### config.mk
export PLATFORM = sky130hd
export DESIGN_NAME = ebus_waitctl
export DESIGN_NICKNAME = d
export VERILOG_FILES = /design/src/rtl/ebus_waitctl.sv
export SDC_FILE = /design/constraint.sdc
export NUM_CORES = 1
export LEC_CHECK = 0
export BUFFER_PORTS_ARGS = -buffer_cell sky130_fd_sc_hd__buf_2
export CAP_MARGIN = 20
export CORE_ASPECT_RATIO = 1.25
export CORE_UTILIZATION = 40
export CTS_BUF_LIST = sky130_fd_sc_hd__clkbuf_8
export CTS_CLUSTER_DIAMETER = 200
export CTS_CLUSTER_SIZE = 28
export DETAILED_ROUTE_END_ITERATION = 8
export GPL_ROUTABILITY_DRIVEN = 0
export PLACE_DENSITY = 0.77
export SYNTH_ARGS = -nofsm -noshare
export SYNTH_HDL_FRONTEND = slang
export SYNTH_SLANG_ARGS = --single-unit
### constraint.sdc
create_clock -name clk -period 4.45 [get_ports clk]
set_input_delay 1.335 -clock clk [delete_from_list [all_inputs] [get_ports clk]]
set_output_delay 1.335 -clock clk [all_outputs]
set_load 0.005 [all_outputs]
### src/rtl/ebus_waitctl.sv
module ebus_waitctl #(
  parameter int ADDR_W  = 24,
  parameter int SEL_LSB = 21
) (
  input  logic              clk,
  input  logic              rst_n,
  input  logic [1:0]        wait_cfg0,
  input  logic [1:0]        wait_cfg1,
  input  logic              req_valid,
  output logic              req_ready,
  input  logic [ADDR_W-1:0] req_addr,
  input  logic [1:0]        req_be,
  input  logic              req_write,
  input  logic [15:0]       req_wdata,
  output logic              rsp_done,
  output logic              rsp_err,
  output logic [15:0]       rsp_rdata,
  output logic [ADDR_W-2:0] bus_addr,
  output logic [15:0]       bus_dout,
  output logic              bus_oe,
  input  logic [15:0]       bus_din,
  output logic [1:0]        cs_n,
  output logic              rd_n,
  output logic              wrh_n,
  output logic              wrl_n,
  input  logic              wait_n,
  input  logic              hold_req_n,
  output logic              hold_ack_n
);
  localparam int SEL_W = ADDR_W - SEL_LSB;

  typedef enum logic [1:0] {S_IDLE, S_ACC, S_HOLD} st_t;

  st_t              st;
  logic [2:0]       cnt;
  logic             sel_q, wr_q;
  logic [1:0]       be_q;
  logic [ADDR_W-2:0] addr_q;
  logic [15:0]      wdata_q, rdata_q;
  logic             done_q, err_q;

  wire [SEL_W-1:0] tag  = req_addr[ADDR_W-1:SEL_LSB];
  wire             hit0 = (tag == SEL_W'(0));
  wire             hit1 = (tag == SEL_W'(1));
  wire             act  = (st == S_ACC);
  wire [2:0]       load = {1'b0, hit1 ? wait_cfg1 : wait_cfg0} + 3'd1;

  always_ff @(posedge clk) begin
    if (!rst_n) begin
      st      <= S_IDLE;
      cnt     <= '0;
      sel_q   <= 1'b0;
      wr_q    <= 1'b0;
      be_q    <= '0;
      addr_q  <= '0;
      wdata_q <= '0;
      rdata_q <= '0;
      done_q  <= 1'b0;
      err_q   <= 1'b0;
    end else begin
      done_q <= 1'b0;
      case (st)
        S_IDLE: begin
          if (!hold_req_n) begin
            st <= S_HOLD;
          end else if (req_valid) begin
            if (hit0 || hit1) begin
              st      <= S_ACC;
              cnt     <= load;
              sel_q   <= hit1;
              wr_q    <= req_write;
              be_q    <= req_be;
              addr_q  <= req_addr[ADDR_W-1:1];
              wdata_q <= req_wdata;
            end else begin
              done_q <= 1'b1;
              err_q  <= 1'b1;
            end
          end
        end
        S_ACC: begin
          if (cnt != 3'd0) begin
            cnt <= cnt - 3'd1;
          end else if (wait_n) begin
            st     <= S_IDLE;
            done_q <= 1'b1;
            err_q  <= 1'b0;
            if (!wr_q)
              rdata_q <= {be_q[1] ? bus_din[15:8] : 8'h00,
                          be_q[0] ? bus_din[7:0]  : 8'h00};
          end
        end
        S_HOLD: begin
          if (hold_req_n) st <= S_IDLE;
        end
        default: st <= S_IDLE;
      endcase
    end
  end

  assign req_ready  = (st == S_IDLE) && hold_req_n;
  assign rsp_done   = done_q;
  assign rsp_err    = err_q;
  assign rsp_rdata  = rdata_q;
  assign bus_addr   = addr_q;
  assign bus_dout   = wdata_q;
  assign bus_oe     = act && wr_q;
  assign cs_n[0]    = !(act && !sel_q);
  assign cs_n[1]    = !(act && sel_q);
  assign rd_n       = !(act && !wr_q);
  assign wrh_n      = !(act && wr_q && be_q[1]);
  assign wrl_n      = !(act && wr_q && be_q[0]);
  assign hold_ack_n = (st != S_HOLD);
endmodule

==> impl_metrics.json, run 1 <==
{
  "die-height_um": 94.33,
  "first_iter_violations": 135,
  "yosys_warnings": 0,
  "r2r_cells": 5,
  "setup_viol": 0,
  "syn-mean-instance-area_sq_um": 8.687,
  "wl_met3_um": 505,
  "cp_data_arrival_time_ns": 1.70,
  "whs_endpoint": "rsp_rdata[15]",
  "power.share.clock_pct": 43.7,
  "first_pass_iters": 6,
  "worst_hold_path_type": "flip-flop to flip-flop",
  "clk_pin_slew_worst_paths_ns": 0.07,
  "top_layer": "met4",
  "grt_pass1_vias": 2309,
  "pwr-share-seq_pct": 49.3,
  "outcome": "complete, no violations",
  "die_area_sq_mm": 0.007155,
  "post_cts_resized": 0,
  "drive_gt1_share_pct": 35.45,
  "fmax_mhz": 329.5,
  "syn_nets": 385,
  "peakVddDrop_v": 0.0001768,
  "holdCritStartpoint": "rsp_rdata[15]",
  "grt.overflow.total": 0,
  "clk_latency_ns": 0.33,
  "critical_path_class": "input port to output port",
  "vias": 2518,
  "wl_mm": 6.156,
  "rows": 33,
  "slew_headroom_pct": 36.85,
  "clock_skew_ns": 0.006109,
  "min_period_ns": 3.035,
  "maxSlewViolCount": 0,
  "drt.antenna.violating_nets": 0,
  "ys_seq_elements": 66,
  "start_kind": "input port",
  "fillCellCount": 600,
  "worst-path-max-fanout": 4,
  "grt_pass1_wl_mm": 9.397,
  "rsz0062_at_grt": "false",
  "clockBufferDepth": 2,
  "grtUsageTotal_pct": 17.06,
  "grt_max_degree": 68,
  "post-cts-setup-buffer-count": 0,
  "wl_met2_mm": 3.157,
  "p_per_area_mw_per_mm2": 343.4,
  "r2r_start": "st[0]",
  "start_util_pct": 41.55,
  "design_power_total_w": 0.001228,
  "seq_area_frac_synth_pct": 48.44,
  "fin_tns_setup_ns": 0,
  "wl_per_cell_um": 11.68,
  "area_growth_pct": 31.15,
  "fin_nets": 506,
  "seq_area_sq_mm": 0.001321,
  "coreArea_sq_mm": 0.006565,
  "place_hpwl_mm": 4.396,
  "postCtsHoldBufs": 0,
  "r2r_end": "bus_dout[2]",
  "antenna_found_initial": 0,
  "cts_tree": "done",
  "p_int_w": 0.0009598,
  "die_w_um": 75.86,
  "power.share.combinational_pct": 6.9,
  "htreeDepth": 3,
  "portBuffers": 131,
  "fin_crit_sh_pct": 68.21,
  "worstPathRequired_ns": 3.12,
  "p_sw_w": 0.0002686,
  "leakage_nw": 1.559,
  "cap_violations": 0,
  "numCtsBuffers": 9,
  "diodes": 0,
  "syn_area_sq_mm": 0.002728,
  "worstMarginPinSlew_ns": 0.9473,
  "boundaryPins": 133,
  "synthesis.instances": 314,
  "routed_via_density": 4.778,
  "swShare_pct": 21.87,
  "route.detailed.drc": 0,
  "r2r_setup_slack_ns": 2.46,
  "ys_types": 35,
  "multi_input_area_sq_mm": 0.001251,
  "wl_met1_mm": 2.444,
  "hold_depth": 2,
  "root_buffer": "clkbuf_8",
  "hold_viol": 0,
  "worst_setup_path_end_kind": "output port",
  "cts.sinks": 66
}
## power by group through the flow
stage | clock network [W] | logic [W] | registers [W]
after floorplan | 0 | 0.0000434 | 0.000619
after global placement | 0 | 0.0000837 | 0.000619
after detailed placement | 0 | 0.0000858 | 0.000620
after CTS | 0.000561 | 0.0000862 | 0.000606
after global routing | 0.000585 | 0.0000951 | 0.000607
final | 0.000537 | 0.0000851 | 0.000606
## metal layers
layer / track usage, % / up-vias
li1: - / 1281
met1: 16.75 / 1122
met2: 32.08 / 108
met3: 5.579 / 7
met4: 6.173 / 0
met5: 0 / -
## synthesized netlist by cell type (all sizes together)
cell	number	area, sq um
ha	3	37.54
dfxtp	66	1321
o21bai	1	7.510
a21boi	61	457.9
and3	3	18.77
o32ai	1	8.760
nor2	5	18.77
mux2	1	11.26
nor4bb	1	10.01
and2b	1	7.510
mux2i	2	20.02
a211o	1	8.760
nand2b	4	32.53
and2	3	18.77
or2	1	6.260
or3	1	6.260
nor3b	2	20.02
buf	13	106.4
a21oi	2	10.01
o211ai	2	20.02
o21ai	2	10.01
and4bb	1	12.51
nor3	1	16.27
nand3	16	80.08
nand3b	2	15.01
nand2	105	396.6
inv	4	15.01
clkbuf	9	33.78
## cell usage in the layout (no fill, tap or decap), types with 3 or more instances in the layout
cell	n
and3_1	3
ha_1	3
nor2_1	5
a21boi_0	31
dfxtp_1	66
a21boi_1	30
clkbuf_8	9
and2_1	3
nand2_1	104
nand3_1	16
nand2b_1	3
inv_1	4
buf_2	131
## through the flow
stage / utilization, % / area, sq um / std cells / setup slack (ns) / hold WS, ns
finish: 54.49 / 3577 / 527 / 1.415 / 0.4471
global route: 54.49 / 3577 / 527 / 1.265 / 0.4740
CTS: 54.49 / 3577 / 527 / 1.411 / 0.4495
detailed placement: 51.17 / 3359 / 511 / 1.300 / 0.4391
global placement: 51.17 / 3359 / 511 / 1.385 / 0.4332
floorplan: - / 2728 / 314 / 1.655 / 0.4307
## cell families (layout without fill, tap and decap cells)
kind of cell	after synthesis	count (layout)	share of synthesized area, %
flip-flops	66	66	48.44
buffers and inverters	26	152	5.688
multiplexers	3	3	1.147
AND/OR/NAND/NOR	146	146	24.17
adder cells (fa/ha/maj)	3	3	1.376
AO/OA/AOI/OAI	70	70	19.17
## state kept, by name, summed over array words and instances (netlist names)
register / cells
bus_dout: 16
st: 2
rsp_done: 1
wr_q: 1
bus_addr: 23
cnt: 3
sel_q: 1
rsp_rdata: 16
be_q: 2
rsp_err: 1
## how the worst max path moves through the flow
stage                             from      endpoint  slack (ns)  cells after the start
after floorplan             hold_req_n     req_ready        1.66                      1
after global placement    req_addr[23]  bus_dout[15]        1.38                      6
after detailed placement  req_addr[23]   bus_dout[8]        1.30                      6
after CTS                        st[0]         wrl_n        1.41                      4
after global routing             st[0]         wrl_n        1.26                      4
final                       hold_req_n     req_ready        1.41                      3
## cell type report
type / count / area share, %
clock buffer: 9 / 3.463
clock inverter: 7 / 2.623
inverter: 4 / 0.4197
multi-input combinational: 222 / 34.98
timing repair buffer: 132 / 18.54
tap: 87 / 3.043
sequential: 66 / 36.94
## critical path, cell delays in order
cell and delay [ns]:
buf_2 0.12, and2_1 0.13, buf_2 0.12
No activity file was read; power rests on OpenSTA's default activity.
==> inputs of run 2 (changes only) <==
PLACE_DENSITY = 0.8   (was 0.77)
clock period = 2.6 ns   (was 4.45 ns; I/O delays follow)
==> impl_metrics.json, run 2 (synthesis gave the netlist of run 1 again) <==
{
  "clockBufferDepth": 2,
  "drt.antenna.violating_nets": 0,
  "coreArea_sq_mm": 0.006565,
  "cp_data_arrival_time_ns": 1.56,
  "grt_max_degree": 40,
  "start_util_pct": 41.55,
  "worstPathRequired_ns": 1.82,
  "clk_pin_slew_worst_paths_ns": 0.07,
  "grt.overflow.total": 0,
  "cts.sinks": 66,
  "pre_cts_ws_ns": 0.2915,
  "slew_headroom_pct": 61.08,
  "outcome": "complete, no violations",
  "grt_pass1_vias": 2288,
  "numCtsBuffers": 9,
  "portBuffers": 131,
  "area_growth_pct": 33.58,
  "final_common_cell": "buf_2",
  "setup_ws_ns": 0.2603,
  "wl_mm": 6.277,
  "fin_tns_setup_ns": 0,
  "fmax_mhz": 427.4,
  "setup_viol": 0,
  "rows": 33,
  "leakage_nw": 1.594,
  "critical_path_class": "flip-flop to output port",
  "cap_violations": 0,
  "clk_latency_ns": 0.33,
  "place_hpwl_mm": 4.571,
  "die_w_um": 75.86,
  "grt_pass1_wl_mm": 9.494,
  "worst_setup_path_end_kind": "output port",
  "die-height_um": 94.33,
  "routed_via_density": 4.783,
  "wl_per_cell_um": 11.84,
  "first_pass_iters": 4,
  "fin_nets": 509,
  "min_period_ns": 2.340,
  "maxSlewViolCount": 0,
  "cts_tree": "done",
  "clock_skew_ns": 0.008183,
  "grtUsageTotal_pct": 17.57,
  "route.detailed.drc": 0,
  "root_buffer": "clkbuf_8",
  "hold_viol": 0,
  "worstMarginPinSlew_ns": 0.5838,
  "first_iter_violations": 133,
  "diodes": 0,
  "layoutNonFillerInstCount": 530,
  "worst-path-max-fanout": 10,
  "placed_cells": 514,
  "fin_crit_sh_pct": 89.99,
  "peakVddDrop_v": 0.0003687,
  "design_power_total_w": 0.002241,
  "antenna_found_initial": 0,
  "drive_gt1_share_pct": 36.12,
  "final_cell_mix": "buf_2, nand2_1, dfxtp_1",
  "worst_hold_path_type": "flip-flop to flip-flop",
  "start_kind": "flip-flop",
  "p_per_area_mw_per_mm2": 615.0,
  "rsz0062_at_grt": "false",
  "largest_reg_flops": 23,
  "die_area_sq_mm": 0.007155,
  "vias": 2535,
  "boundaryPins": 133,
  "htreeDepth": 3
}
[run 2: cell count changes in the layout (fill, tap and decap cells not counted), sizes merged]
cell,previous run,this run
clkinv,3,0
inv,4,7
buf,132,135
clkinvlp,2,1
bufinv,2,3
[run 2: final timing paths]
check,cells after the start,endpoint,start,slack (ns)
setup reg to reg,6,rsp_rdata[4],cnt[0],0.85
setup / recovery,4,wrl_n,st[0],0.26
hold / removal,2,rsp_rdata[5],rsp_rdata[5],0.45
hold reg to reg,2,rsp_rdata[5],rsp_rdata[5],0.45
[run 2: layout make-up]
class / instances / area (sq um)
timing repair buffer: 135 / 698.2
sequential: 66 / 1323
inverter: 4 / 15.01
tap: 87 / 108.9
multi-input combinational: 222 / 1251
clock inverter: 7 / 123.9
clock buffer: 9 / 123.9
fill: 613 / 2922
[run 2: stage by stage]
step	area (sq um)	utilization (%)	hold slack (ns)
CTS	3642	55.48	0.4517
global placement	3395	51.71	0.4346
detailed placement	3395	51.71	0.4408
floorplan	2728	-	0.4307
finish	3643	55.50	0.4488
global route	3643	55.50	0.4624
[run 2: metal layers]
layer	global-route usage, %	part of all wire, %
met1	17.36	41
met3	4.614	6.9
met2	32.08	50
met4	9.722	2.4
met5	0	0
[run 2: power by group]
group / switching (W) / internal, W
Clock: 0.000406 / 0.000647
Combinational: 0.0000685 / 0.0000820
Sequential: 0.0000112 / 0.00103
[run 2: critical path: stages, from the launching register on]
cell and delay [ns]:
dfxtp_2 0.46, and2b_1 0.32, and2_1 0.25, nand2_1 0.07, buf_2 0.13
[run 2: timing repair]
action,4_1_cts,5_1_grt
hold buffers,0,0
hold endpoints to repair,0,0
setup buffers,0,0
endpoints found under the setup margin,0,2
resized for setup,0,1
